File: src/rtl/uart_rx_flags.sv
module uart_rx_flags #(
  parameter int DATA_W = 8,
  parameter int ADDR_W = 2
) (
  input  logic              clk,
  input  logic              rst_n,
  input  logic              frame_valid,
  input  logic [DATA_W-1:0] frame_data,
  input  logic              frame_stop,
  input  logic              frame_perr,
  input  logic              rd_en,
  input  logic [ADDR_W-1:0] rd_addr,
  output logic [DATA_W-1:0] rd_data,
  input  logic              fe_ie,
  input  logic              pe_ie,
  input  logic              rx_ie,
  output logic              err_irq,
  output logic              rx_irq
);
  localparam logic [ADDR_W-1:0] ADDR_STATUS = ADDR_W'(0);
  localparam logic [ADDR_W-1:0] ADDR_DATA   = ADDR_W'(1);
  localparam int BIT_FULL = 5;
  localparam int BIT_OVR  = 3;
  localparam int BIT_FE   = 1;
  localparam int BIT_PE   = 0;

  logic [DATA_W-1:0] data_q;
  logic full_q, or_q, fe_q, pe_q;
  logic [3:0] arm_q;
  logic [3:0] clr;
  logic [DATA_W-1:0] status;

  wire accept = frame_valid & ~full_q;
  wire drop   = frame_valid &  full_q;
  wire st_rd  = rd_en & (rd_addr == ADDR_STATUS);
  wire dt_rd  = rd_en & (rd_addr == ADDR_DATA);

  assign clr = dt_rd ? arm_q : 4'b0000;

  always_ff @(posedge clk or negedge rst_n) begin
    if (!rst_n) begin
      data_q <= '0;
      full_q <= 1'b0;
      or_q   <= 1'b0;
      fe_q   <= 1'b0;
      pe_q   <= 1'b0;
      arm_q  <= 4'b0000;
    end else begin
      if (accept) data_q <= frame_data;
      full_q <= (full_q & ~clr[3]) | accept;
      or_q   <= (or_q   & ~clr[2]) | drop;
      fe_q   <= (fe_q   & ~clr[1]) | (accept & ~frame_stop);
      pe_q   <= (pe_q   & ~clr[0]) | (accept & frame_perr);
      if (st_rd)      arm_q <= {full_q, or_q, fe_q, pe_q};
      else if (dt_rd) arm_q <= 4'b0000;
    end
  end

  always_comb begin
    status = '0;
    status[BIT_FULL] = full_q;
    status[BIT_OVR]  = or_q;
    status[BIT_FE]   = fe_q;
    status[BIT_PE]   = pe_q;
  end

  assign rd_data = st_rd ? status : (dt_rd ? data_q : '0);
  assign err_irq = (fe_q & fe_ie) | (pe_q & pe_ie);
  assign rx_irq  = full_q & rx_ie;
endmodule


File: config.mk
export PLATFORM = sky130hd
export DESIGN_NAME = uart_rx_flags
export DESIGN_NICKNAME = d
export VERILOG_FILES = /design/src/rtl/uart_rx_flags.sv
export SDC_FILE = /design/constraint.sdc
export NUM_CORES = 1
export LEC_CHECK = 0
export BUFFER_PORTS_ARGS = -buffer_cell sky130_fd_sc_hd__buf_2
export CAP_MARGIN = 25
export CORE_MARGIN = 2
export CORE_UTILIZATION = 51
export DETAILED_ROUTE_END_ITERATION = 8
export PLACE_DENSITY = 0.86
export SETUP_SLACK_MARGIN = 0.5
export SLEW_MARGIN = 20
export SYNTH_ARGS = -nofsm -noshare
export SYNTH_HDL_FRONTEND = slang
export SYNTH_SLANG_ARGS = --single-unit
File: constraint.sdc
create_clock -name clk -period 2.5 [get_ports clk]
set_clock_uncertainty 0.15 [all_clocks]
set_input_delay 0.125 -clock clk [delete_from_list [all_inputs] [get_ports clk]]
set_output_delay 0.125 -clock clk [all_outputs]
set_load 0.01 [all_outputs]
# [Word level (Yosys, flattened, before mapping)]
# Cells that the tools add are included.
# Widths: inputs -> output; s select.
[word_totals] register_bits=16 in_bits=19 out_inout_bits=10 wordCells=38
[classes] eq_ne=1 mux=5 bitwise_logic=24 reduce_logical=2
[ops] cell="$mux 8" n=2
[ops] cell="$and 1x1->1" n=13
[ops] cell="$mux 4" n=3
[ops] cell="$not 1->1" n=6
[ops] cell="$or 1x1->1" n=5
[ops] cell="$eq 2x1->1 const B" n=1
[ops] cell="$logic_not 2->1" n=1
[ops] cell="$reduce_bool 2->1" n=1

# [Logic depth before layout (Yosys ltp)]
[logic_depth] ltp_word=6 ltp_mapped=3

# [Least setup slack after synthesis]
# No wires, ideal clock.
[synth_path] kind="register -> register" from="register full_q" to="register data_q[0]" arrival_time_ns=1.004 required_ns=2.225 setup_slack_ns=1.221 stages_incl_launch_ff=4 n_path_buf=1 period_less_slack_ns=1.279 path_cell_list="dfrtp_1 -> nor2b_2 -> buf_6 -> mux2_4"
[synth_via] elab_chain_cells=2
[synth_rtl] item="from (decl)" line_no="28" source="logic full_q, or_q, fe_q, pe_q;"
[synth_rtl] item="from (signal assigned)" line_no="50" source="full_q <= (full_q & ~clr[3]) | accept;"
[synth_rtl] item="$not 1->1" line_no="33" source="wire accept = frame_valid & ~full_q;"
[synth_rtl] item="$and 1x1->1" line_no="33"
[synth_rtl] item="to (signal assigned)" line_no="49" source="if (accept) data_q <= frame_data;"
[synth_rtl] item="to (decl)" line_no="27" source="logic [DATA_W-1:0] data_q;"
# Every way passes these cells.
# A chain may end at the register's enable or synchronous reset.

# [Final worst setup path]
[layout_path] from="input frame_valid" to="register data_q[6]"
[layout_via] elab_chain_cells=1
[layout_rtl] item="from (decl)" line_no="7" source="input logic frame_valid,"
[layout_rtl] item="$and 1x1->1" line_no="33"
# Every way passes these cells.

==> out/metrics.yaml <==
pwr:
  p_sw_share_pct: 29.19
  pwr-share-seq_pct: 48.8
  ir_drop_mv: 0.4878
  leakage_nw: 0.5750
  clkPwrFrac_pct: 14.4
  internal_power_w: 0.0006619
  pwr-share-comb_pct: 36.9
  power_density_nw_per_um2: 842.2
  p_sw_w: 0.0002729
timing:
  hold_ws_ns: 0.06419
  hold_viol: 0
  setup_tns_ns: 0
  relSlewSlack_pct: 56.81
  max_freq_mhz: 592.0
  period_share_pct: 67.57
  setup_viol: 0
  worstMarginPinSlew_ns: 0.6450
  min_period_ns: 1.689
  rsz0062_at_grt: "no"
  slew_viol_final: 0
synthesis:
  ys_top_cells_by_area: "dfrtp_1, mux2_4, mux2i_1, nand4b_1, buf_6"
  mappedNetlistNets: 80
  synth_top_area_share_pct: 47.62
  yosysSeqAreaShare_pct: 47.62
  ys_types: 18
  synth_area_leader_cell: "dfrtp_1"
  synth_seq_cells: 16
  synth_edf_count: 0
  ys.flop_type: "dfrtp_1"
  syn_area_per_cell_um2: 13.78
  synth_cells: 61
  ys_warn_count: 0
  async_flop_share_pct: 100.0
  netlist_area_um2: 840.8
global_route:
  grt_max_degree: 17
  grt_pass1_wl_mm: 2.628
  grt_overflow_total: 0
  grt_pass1_vias: 605
  antenna_found_initial: 0
  grtUsageTotal_pct: 18.34
routing:
  firstDrtPassIters: 4
  wl_per_cell_um: 14.09
  final_antenna_net_count: 0
  via_count: 623
  routed_wl_mm: 1.648
  detail_route.iter0.violations: 3
  via_per_inst: 5.325
  drc_errors: 0
finish:
  drive_gt1_share_pct: 48.51
  diodes: 0
  final_core_util_pct: 72.82
  fin_cells: 117
  nets: 122
  mostFrequentLayoutCell: "buf_2"
  n_fill_cell: 108
  final_cell_mix: "buf_2, dfrtp_1, dlygate4sd3_1, mux2_4"
  area_growth_pct: 31.99
critical_path:
  path_buf_inv: 2
  criticalPathCategory: "input pin to flop"
  crit_path_end_kind: "flop"
  r2r_cells: 2
  reg2reg_from: "full_q"
  crit_family: "buffers and inverters"
  crit_chain: "dlygate4sd3_1 > buf_2 > nor2b_2 > mux2_2"
  crit_fanout: 11
  r2r-end: "data_q[6]"
  slowest_delay_ns: 0.55
  worstPathRequired_ns: 2.53
  cp_data_arrival_time_ns: 1.72
  rrSetupSlack_ns: 0.87
  cpMaxStageDelayCell: "nor2b_2"
  cp-start-kind: "input pin"
cts:
  clock_sinks: 16
  cts_root_buf: "clkbuf_4"
  cts.repair.resized: 0
  path_clk_slew_ns: 0.10
  post-cts-setup-buffers: 0
  cts_made_buffers: 3
  cts_tree: "done"
  clockBufferDepth: 2
  clk_latency_ns: 0.28
  htree_levels: 1
worst_hold_path:
  hold_depth: 3
  hold_path_class: "input pin to flop"
  hold_start: "rd_en"
  min_to: "pe_q"
job:
  max_cap_violations: 0
die:
  rows: 14
  die-width_um: 44.61
  dieArea_um2: 1990
  io-pin-count: 29
  core_area_um2: 1524
  die_y_um: 44.61
  start_util_pct: 55.17
placement:
  dp.cells: 102
  hpwl_mm: 1.153
  portBuffers: 28
  gp_congestion: 0.7789
run_status:
  status: "complete, no violations"
## per-layer routing
metal | part of all wire, % | global-route usage [%] | vias to the layer above
met2 | 47 | 31.59 | 22
met1 | 48 | 23.82 | 301
met4 | 0.79 | 5.455 | 0
li1 | - | - | 298
met5 | 0 | 0 | -
met3 | 4.2 | 2.449 | 2
## tightest hold or removal path, cell delays in order
cell      delay [ns]
buf_2           0.13
nand4b_1        0.10
a22o_2          0.12
## Yosys cell counts, types with 2 or more instances
cell and instances:
a22o_1 2, mux2i_1 4, mux2_4 11, and3_1 4, and2b_1 2, a22o_2 2
buf_6 3, nor2_1 4, nor2b_2 2, nand4b_1 4, dfrtp_1 16
## cell type report
cell class,instances,area [µm²],share of cell area (%)
multi-input cells,41,402.9,36.30
well taps,16,20.02,1.804
flip-flops and latches,16,400.4,36.08
repair buffers,40,260.3,23.45
inverters,1,3.754,0.3382
clock buffers,3,22.52,2.029
## flip-flops by register name, indices dropped and copies added (netlist names)
signal,cells
data_q,8
fe_q,1
arm_q,4
or_q,1
pe_q,1
full_q,1
## power groups by stage
stage | combinational (W) | sequential, W | clock (W)
2_1_floorplan | 0.000278 | 0.000430 | 0
3_3_place_gp | 0.000322 | 0.000453 | 0
3_5_place_dp | 0.000333 | 0.000459 | 0
4_1_cts | 0.000348 | 0.000456 | 0.000132
5_1_grt | 0.000370 | 0.000471 | 0.000147
6_report | 0.000345 | 0.000456 | 0.000134
## metrics by stage
stage	area, µm²	worst slack [ns]	power [W]
after global routing	1110	0.7780	0.0009882
after CTS	1110	0.8175	0.0009357
after global placement	967.2	0.8891	0.0007756
after detailed placement	967.2	0.8553	0.0007919
final	1110	0.8108	0.0009347
after floorplan	840.8	1.221	0.0007081
## cell families after synthesis
kind of cell | Yosys count | share of synthesized area, %
AND/OR/NAND/NOR | 20 | 16.81
multiplexers | 16 | 25.74
flip-flops | 16 | 47.62
AO/OA/AOI/OAI | 5 | 5.358
buffers and inverters | 4 | 4.464
## worst max path at each step
stage	from	end	cells past startpoint
CTS	frame_valid	data_q[6]	4
floorplan	full_q	data_q[0]	3
global route	frame_valid	data_q[6]	4
detailed placement	full_q	data_q[6]	2
finish	frame_valid	data_q[6]	4
global placement	full_q	data_q[6]	2
## what timing repair did
action / 4_1_cts / 5_1_grt
endpoints found under the hold margin: 27 / 0
endpoints found under the setup margin: 0 / 0
hold buffers: 12 / 0
Power figures use the tool's default switching activity.
